===== src/rtl/tsg_pkg.sv =====
package tsg_pkg;

  typedef enum logic [2:0] {
    MODE_FIXED  = 3'd0,
    MODE_RANDOM = 3'd1,
    MODE_LEVEL  = 3'd2,
    MODE_EDGE   = 3'd3,
    MODE_SOFT   = 3'd4
  } tsg_mode_e;

endpackage


===== src/rtl/tsg_sync_edge.sv =====
module tsg_sync_edge #(
  parameter int STAGES = 2
) (
  input  logic clk,
  input  logic rst_n,
  input  logic async_in,
  output logic level_o,
  output logic rise_o
);

  logic [STAGES-1:0] chain_q;
  logic [STAGES-1:0] chain_d;
  logic              prev_q;

  always_comb begin
    chain_d[0] = async_in;
    for (int i = 1; i < STAGES; i++) begin
      chain_d[i] = chain_q[i-1];
    end
  end

  always_ff @(posedge clk or negedge rst_n) begin
    if (!rst_n) begin
      chain_q <= '0;
      prev_q  <= 1'b0;
    end else begin
      chain_q <= chain_d;
      prev_q  <= chain_q[STAGES-1];
    end
  end

  assign level_o = chain_q[STAGES-1];
  assign rise_o  = chain_q[STAGES-1] & ~prev_q;

endmodule


===== src/rtl/tsg_period_cnt.sv =====
module tsg_period_cnt #(
  parameter int PW = 16
) (
  input  logic          clk,
  input  logic          rst_n,
  input  logic          run,
  input  logic [PW-1:0] spacing,
  output logic          fire
);

  localparam logic [PW-1:0] ONE = PW'(1);

  logic [PW-1:0] cnt_q;
  logic [PW-1:0] cnt_d;
  logic [PW-1:0] span;
  logic          at_end;

  always_comb begin
    span   = (spacing == '0) ? ONE : spacing;
    at_end = (cnt_q <= ONE);
    if (!run) begin
      cnt_d = span;
    end else if (at_end) begin
      cnt_d = span;
    end else begin
      cnt_d = cnt_q - ONE;
    end
  end

  always_ff @(posedge clk or negedge rst_n) begin
    if (!rst_n) begin
      cnt_q <= '1;
    end else begin
      cnt_q <= cnt_d;
    end
  end

  assign fire = run & at_end;

endmodule


===== src/rtl/tsg_rand_gate.sv =====
module tsg_rand_gate #(
  parameter int              LW   = 32,
  parameter int              MW   = 16,
  parameter logic [LW-1:0]   TAPS = 32'h8020_0003,
  parameter logic [LW-1:0]   SEED = 32'h1D87_2B41
) (
  input  logic          clk,
  input  logic          rst_n,
  input  logic          run,
  input  logic [MW-1:0] mean,
  output logic          hit
);

  localparam int              PRW   = LW + MW;
  localparam logic [PRW-1:0]  LIMIT = PRW'(1) << LW;

  logic [LW-1:0]  lfsr_q;
  logic [LW-1:0]  lfsr_d;
  logic [MW-1:0]  mean_eff;
  logic [PRW-1:0] scaled;

  always_comb begin
    lfsr_d = {1'b0, lfsr_q[LW-1:1]} ^ (lfsr_q[0] ? TAPS : '0);
    mean_eff = (mean == '0) ? MW'(1) : mean;
    scaled   = {{MW{1'b0}}, lfsr_q} * {{LW{1'b0}}, mean_eff};
  end

  always_ff @(posedge clk or negedge rst_n) begin
    if (!rst_n) begin
      lfsr_q <= SEED;
    end else if (run) begin
      lfsr_q <= lfsr_d;
    end
  end

  assign hit = run & (scaled < LIMIT);

endmodule


===== src/rtl/trig_start_gen.sv =====
module trig_start_gen
  import tsg_pkg::*;
#(
  parameter int PW        = 16,
  parameter int SYNC_LEN  = 2
) (
  input  logic          clk,
  input  logic          rst_n,
  input  logic          enable,
  input  logic [2:0]    mode_sel,
  input  logic [PW-1:0] spacing_val,
  input  logic          pulser_in,
  input  logic          soft_strobe,
  output logic          start_o
);

  logic      pls_level;
  logic      pls_rise;
  logic      fixed_fire;
  logic      rand_hit;
  logic      start_d;
  logic      start_q;
  tsg_mode_e mode;

  assign mode = tsg_mode_e'(mode_sel);

  tsg_sync_edge #(.STAGES(SYNC_LEN)) u_sync (
    .clk      (clk),
    .rst_n    (rst_n),
    .async_in (pulser_in),
    .level_o  (pls_level),
    .rise_o   (pls_rise)
  );

  tsg_period_cnt #(.PW(PW)) u_cnt (
    .clk     (clk),
    .rst_n   (rst_n),
    .run     (enable && (mode == MODE_FIXED)),
    .spacing (spacing_val),
    .fire    (fixed_fire)
  );

  tsg_rand_gate #(.MW(PW)) u_rand (
    .clk   (clk),
    .rst_n (rst_n),
    .run   (enable && (mode == MODE_RANDOM)),
    .mean  (spacing_val),
    .hit   (rand_hit)
  );

  always_comb begin
    start_d = 1'b0;
    if (enable) begin
      case (mode)
        MODE_FIXED:  start_d = fixed_fire;
        MODE_RANDOM: start_d = rand_hit;
        MODE_LEVEL:  start_d = pls_level;
        MODE_EDGE:   start_d = pls_rise;
        MODE_SOFT:   start_d = soft_strobe;
        default:     start_d = 1'b0;
      endcase
    end
  end

  always_ff @(posedge clk or negedge rst_n) begin
    if (!rst_n) begin
      start_q <= 1'b0;
    end else begin
      start_q <= start_d;
    end
  end

  assign start_o = start_q;

endmodule



===== config.mk =====
export PLATFORM = sky130hd
export DESIGN_NAME = trig_start_gen
export DESIGN_NICKNAME = d
export VERILOG_FILES = /design/src/rtl/tsg_pkg.sv /design/src/rtl/tsg_sync_edge.sv /design/src/rtl/tsg_period_cnt.sv /design/src/rtl/tsg_rand_gate.sv /design/src/rtl/trig_start_gen.sv
export SDC_FILE = /design/constraint.sdc
export NUM_CORES = 1
export LEC_CHECK = 0
export ABC_AREA = 1
export BUFFER_PORTS_ARGS = -buffer_cell sky130_fd_sc_hd__buf_4
export CAP_MARGIN = 10
export CORE_MARGIN = 2
export CORE_UTILIZATION = 60
export CTS_CLUSTER_SIZE = 14
export DETAILED_ROUTE_END_ITERATION = 10
export PLACE_DENSITY = 0.81
export SLEW_MARGIN = 15
export SYNTH_ARGS = -nofsm -noshare
export SYNTH_HDL_FRONTEND = slang
export SYNTH_SLANG_ARGS = --single-unit

===== constraint.sdc =====
create_clock -name clk -period 17 [get_ports clk]
set_input_delay 2.55 -clock clk [delete_from_list [all_inputs] [get_ports clk]]
set_output_delay 2.55 -clock clk [all_outputs]
set_load 0.02 [all_outputs]

==> key figures, run 1 <==
Outcome
  • Status: complete, no violations

Route
  • Vias/cell: 5.43
  • Post-route DRC: 0
  • Routed Antenna Nets: 0
  • M1 wire length: ~19000 um
  • WL per Instance: 16.6 um
  • Max layer used: met4
  • DR WL met2: 24000 um
  • 1st-iter DRT viols: around 1300
  • WL final: around 49000 um
  • Routed wire length on met3: roughly 4400 um
  • DR vias: 16000
  • DRT Pass-1 Iters: 6

Global route
  • Gr ovfl total: 0
  • Antenna violations before repair: 0
  • First-pass GRT wire length: 83800 um
  • Vias in the first global route: 17100
  • Largest net degree at the start of global routing: 53
  • Total track usage: around 31%

STA
  • Endpoints failing setup: 0
  • Final Critical Period: 8.52 ns
  • Max Transition Viols Final: 0
  • RSZ-0062 raised after global routing: false
  • Clock Skews: 0.00875 ns
  • Fmax: 117 MHz
  • Slew at the pin closest to its max-slew limit: slightly below 0.9 ns
  • Setup TNS: 0 ns
  • Slew headroom: 40.9%
  • Hold Vio Cnt, Final: 0
  • Fin crit share: around 50%

Die
  • DIE AREA: around 34000 um2
  • Die W: 184 um
  • FP Rows: 65
  • Starting Density: 61.1%
  • Height of the die: 184 um
  • Core area: approximately 32000 um2
  • # IOs: 25

Critical path
  • Worst path arrival time: 8.77 ns
  • CP Data Required Time: between 15 and 20 ns
  • Worst Setup SP: spacing_val[1]
  • CP endpoint: start_o$_DFF_PN0_
  • FF-to-FF setup slack: 10.19 ns
  • Crit start category: primary input
  • Slowest-stage cell, CP: fa_1
  • RR Endpoint: start_o$_DFF_PN0_
  • Reg2reg start: u_rand.lfsr_q[25]$_DFFE_PN0P_
  • WS Path Type: in2reg
  • Crit-path max cell delay: 0.58 ns
  • R2R depth: 28
  • CP Capture Type: flip-flop
  • Crit-path max FO: 33

Clocking
  • Post-CTS sizing: 0
  • Root buffer cell: clkbuf_16
  • TritonCTS clock tree: yes
  • CTS H-tree lvls: 2
  • Post-CTS Setup Bufs: 0
  • CTS Hold Bufs: 0
  • Clock slew at reported path FFs: 0.08 ns
  • CTS Sinks: 52
  • Clk_lat worst skew: 0.31 ns
  • Maximum clock insertion buffer count: 2
  • CTS Buf Count: 5

Logic synthesis
  • Count of cell types in the netlist: 37
  • Post-Synth Adder-Cell Area: 50.7%
  • Most common cell in the netlist: nand2_1
  • Synth Area in Simple Gates: 20.4%
  • Synth area leader: fa_1
  • Ys Warns: 0
  • Multiplexer share of the synthesized area: 0%
  • Async SR Flop Fraction: between 90% and 100%
  • Top cells by area, synth: fa_1 (43%), nand2_1 (15%), inv_1 (15%)
  • Mapped Area: a little under 20000 um2
  • Top_reg_cell synth: dfstp_2
  • Cells after Synth: ~2600
  • Avg Inst Size Synth: between 7 and 8 um2
  • Top cells by count, synth: nand2_1 (789), inv_1 (756), fa_1 (417)
  • Post-Syn Nets: 3206
  • EDFF count, synth: 0
  • Post-synth top area share: 43.1%
  • Seq cells post-synth: 52
  • Sequential area share after synthesis: 6.91%
  • Post-Synth XOR/XNOR Area: less than 1%
  • Largest family of logic cells by synthesized area: adder cells
  • Compound-Gate Fraction of Synth Area: 3.85%

Finish
  • Layout cells sized above 1: 3.26%
  • ANT cells: 0
  • Area Growth Syn to Fin: 1.74%
  • Filler cells: 2773
  • Nets: a little over 3000

Min path
  • Hold Path Class: reg2reg

Placement
  • Port Buffers: 24
  • Placed wire-length estimate: slightly below 40000 um
  • Final Wtd Congestion: a little over 1

Run
  • Max cap viols: 0
[cells in the final DEF (no fill, tap or decap), drive strengths merged, types with 2 or more instances in the layout]
master / count
nand3b: 3
clkinv: 2
nand2: 796
o21bai: 9
clkbuf: 5
xnor2: 10
a31oi: 7
inv: 760
nor2: 139
nor3: 20
nor4: 5
o21ai: 63
buf: 26
xor2: 7
fa: 417
dfrtp: 22
dfstp: 30
and3: 2
nand4: 9
nand3: 30
nor3b: 2
a21oi: 54
ha: 119
[registers in the layout (all words and copies together), names as in the netlist]
register        cells
u_sync.chain_q      2
u_rand.lfsr_q      32
u_sync.prev_q       1
start_o             1
u_cnt.cnt_q        16
[metal layers]
layer | GRT usage, % | vias up
li1 | - | 7227
met1 | 41.9 | 8013
met2 | 54.0 | 670
met3 | 5.11 | 95
met4 | 7.01 | 0
met5 | 0 | -
[logic make-up (layout without fill, tap and decap cells)]
group / after synthesis / in the layout
XOR/XNOR: 17 / 17
buffers and inverters: 895 / 794
flip-flops: 52 / 52
adder cells (fa/ha/maj): 536 / 536
AO/OA/AOI/OAI: 139 / 139
AND/OR/NAND/NOR: 1007 / 1007
[area by class of cell]
class	instances	area [um2]	share of cell area [%]
well taps	402	503	2.55
clock buffers	5	125	0.634
clock inverters	3	27.5	0.140
repair buffers	26	195	0.990
inverters	760	2850	14.5
flip-flops and latches	52	1340	6.79
multi-input cells	1699	14700	74.4
[per-stage QoR]
stage	instances	util [%]	cell area (um2)	hold slack (ns)	setup slack, ns
6_report	2947	62.2	19700	0.354	8.48
5_1_grt	2947	62.2	19700	0.366	7.97
4_1_cts	2947	62.2	19700	0.359	8.47
3_5_place_dp	2939	61.7	19600	0.341	8.17
3_3_place_gp	2939	61.7	19600	0.336	8.15
2_1_floorplan	2646	-	19400	0.331	8.93
[worst min-delay path by stage]
| stage | start | endpoint | slack [ns] | cells past startpoint |
|---|---|---|---|---|
| final | u_sync.chain_q[0]$_DFF_PN0_ | u_sync.chain_q[1]$_DFF_PN0_ | 0.35 | 0 |
| after global routing | u_sync.chain_q[0]$_DFF_PN0_ | u_sync.chain_q[1]$_DFF_PN0_ | 0.37 | 0 |
| after CTS | u_sync.chain_q[0]$_DFF_PN0_ | u_sync.chain_q[1]$_DFF_PN0_ | 0.36 | 0 |
| after detailed placement | u_sync.chain_q[0]$_DFF_PN0_ | u_sync.chain_q[1]$_DFF_PN0_ | 0.34 | 0 |
| after global placement | u_sync.chain_q[0]$_DFF_PN0_ | u_sync.chain_q[1]$_DFF_PN0_ | 0.34 | 0 |
| after floorplan | u_sync.chain_q[0]$_DFF_PN0_ | u_sync.chain_q[1]$_DFF_PN0_ | 0.33 | 0 |
[critical path: cells and delay by family]
kind / cells / cell delay (ns)
AND/OR/NAND/NOR: 13 / 1.80
XOR/XNOR: 1 / 0.12
adder cells (fa/ha/maj): 7 / 3.51
buffers and inverters: 6 / 0.77
Power of run 1 is left out: the tool's default activity adds up to more than one toggle a clock period on the data nets, which glitch-free logic cannot reach.
==> run 2, diff against run 1 <==
--- a/config.mk
+++ b/config.mk
@@ -12,7 +12,7 @@
 export CORE_UTILIZATION = 60
 export CTS_CLUSTER_SIZE = 14
 export DETAILED_ROUTE_END_ITERATION = 10
-export PLACE_DENSITY = 0.81
+export PLACE_DENSITY = 0.84
 export SLEW_MARGIN = 15
 export SYNTH_ARGS = -nofsm -noshare
 export SYNTH_HDL_FRONTEND = slang
==> constraint.sdc (replaced) <==
create_clock -name clk -period 7.2 [get_ports clk]
set_input_delay 1.08 -clock clk [delete_from_list [all_inputs] [get_ports clk]]
set_output_delay 1.08 -clock clk [all_outputs]
set_load 0.02 [all_outputs]
==> run 2 against run 1 <==
- cell area up 1.0%
- worst setup slack got worse by 8.1 ns
- clock skew increased by 0.0017 ns
- clock-buffer cell count did not move
==> key figures, run 2 (synthesis gave the netlist of run 1 again) <==
Clocking
  • TritonCTS clock tree: yes
  • Post-CTS Setup Bufs: 0 (unchanged)
  • Post-CTS sizing: 0 (unchanged)
  • Clock slew at reported path FFs: 0.08 ns (about the same)
  • Maximum clock insertion buffer count: 2 (unchanged)
  • CTS Hold Bufs: 0 (unchanged)
  • CTS Sinks: 52 (unchanged)
  • CTS Buf Count: 5 (unchanged)
  • Clk_lat worst skew: 0.31 ns (about the same)
  • Root buffer cell: clkbuf_16
  • CTS H-tree lvls: 2 (unchanged)

Finish
  • Final Cell Area: 19900 um2 (+1.0%)
  • Area Growth Syn to Fin: 2.76%
  • Layout Utilization: 62.8% (+0.63 points)
  • Max reg flops: 32 (unchanged)
  • Filler cells: 2694 (-2.8%)
  • Biggest regs: u_rand.lfsr_q: 32 flops, u_cnt.cnt_q: 16 flops, u_sync.chain_q: 2 flops
  • Biggest register: u_rand.lfsr_q
  • Nets: 3127 (+0.74%)
  • ANT cells: 0 (unchanged)
  • Layout cells sized above 1: 4.17% (+0.91 points)
  • Commonest cells after routing, fill and taps aside: nand2_1 (789), inv_1 (756), fa_1 (417)
  • Commonest non-fill, non-tap cell in the layout: nand2_1

Die
  • Core area: 31700 um2 (unchanged)
  • FP Rows: 65 (unchanged)
  • DIE AREA: 33800 um2 (unchanged)
  • Die W: 184 um (unchanged)
  • Height of the die: 184 um (unchanged)
  • Starting Density: 61.1% (unchanged)
  • # IOs: 25 (unchanged)

Critical path
  • FF-to-FF setup slack: 0.61 ns (-9.58 ns)
  • CP most frequent cell: nand2_1
  • CP Data Required Time: 7.45 ns (-9.79 ns)
  • Worst path arrival time: 7.09 ns (-1.68 ns)
  • Worst Setup SP: spacing_val[4]
  • Crit-path max cell delay: 0.59 ns (about the same)
  • R2R depth: 25 (-11%)
  • Reg2reg start: u_rand.lfsr_q[10]$_DFFE_PN0P_
  • CP Capture Type: flip-flop
  • Slowest-stage cell, CP: fa_1
  • RR Endpoint: start_o$_DFF_PN0_
  • Crit-path max FO: 34 (+3.0%)
  • Crit start category: primary input
  • WS Path Type: in2reg

Global route
  • Gr ovfl total: 0 (unchanged)
  • Largest net degree at the start of global routing: 53 (unchanged)
  • First-pass GRT wire length: 85000 um (+1.3%)
  • Vias in the first global route: 17400 (+1.8%)
  • Antenna violations before repair: 0 (unchanged)
  • Total track usage: 31.9% (+0.52 points)

Min path
  • Hold Path End: u_sync.chain_q[1]$_DFF_PN0_
  • Hold Startpoint: u_sync.chain_q[0]$_DFF_PN0_
  • Hold Path Class: reg2reg
  • Hold Path Stages: 0 (unchanged)

Placement
  • Placed wire-length estimate: 40500 um (+3.6%)
  • Dpl cell area: 19700 um2 (+0.88%)
  • Final Wtd Congestion: 0.998 (-1.3%)
  • Port Buffers: 24 (unchanged)

Route
  • 1st-iter DRT viols: 1276 (-2.7%)
  • WL per Instance: 16.8 um (+1.4%)
  • Vias/cell: 5.43 (about the same)
  • DRT Pass-1 Iters: 6 (unchanged)
  • DR vias: 16100 (+0.72%)
  • Post-route DRC: 0 (unchanged)
  • Routed Antenna Nets: 0 (unchanged)
  • WL final: 49900 um (+2.2%)

Outcome
  • Status: complete, no violations

STA
  • Slew at the pin closest to its max-slew limit: 0.862 ns (-0.0246 ns)
  • Hold WS: 0.354 ns (-0.000206 ns)
  • Max Transition Viols Final: 0 (unchanged)
  • Fin crit share: 95.1%
  • Final Critical Period: between 6 and 7 ns
  • Slew headroom: 42.5% (+1.6 points)
  • Hold Vio Cnt, Final: 0 (unchanged)
  • Clock Skews: 0.0104 ns (+0.00170 ns)
  • Fmax: 146 MHz
  • Endpoints failing setup: 0 (unchanged)

Run
  • Max cap viols: 0 (unchanged)
-- run 2: layer usage --
layer,GRT usage (%),up-vias,wire (um)
met3,5.82,146,4780
met4,10.7,0,1600
li1,-,7265,-
met2,54.3,719,24400
met5,0,-,0
met1,41.3,7990,19200
-- run 2: how the worst max path moves through the flow --
stage	to	slack (ns)
after global placement	start_o$_DFF_PN0_	0.11
after CTS	start_o$_DFF_PN0_	0.38
final	start_o$_DFF_PN0_	0.36
after detailed placement	start_o$_DFF_PN0_	0.08
after global routing	start_o$_DFF_PN0_	-0.02
after floorplan	start_o$_DFF_PN0_	0.60
-- run 2: critical path, delay by kind of cell --
kind | cells | cell delay [ns]
compound gates | 2 | 0.36
buf+inv | 7 | 0.70
simple gates | 17 | 1.55
fa+ha+maj | 7 | 3.33
-- run 2: cell type report --
type / count / area [um2] / area share (%)
timing repair buffer: 49 / 387 / 1.94
clock inverter: 3 / 28.8 / 0.144
multi-input combinational: 1699 / 14700 / 73.7
sequential: 52 / 1340 / 6.72
tap: 402 / 503 / 2.52
clock buffer: 5 / 125 / 0.628
inverter: 760 / 2850 / 14.3
-- run 2: per-stage QoR --
stage	std cells	setup TNS (ns)	setup slack (ns)
final	2970	0	0.356
after global routing	2970	-0.0195	-0.0195
after CTS	2970	0	0.381
after detailed placement	2962	0	0.0784
after global placement	2962	0	0.108
after floorplan	2646	0	0.602
Power of run 2 is left out for the same reason.
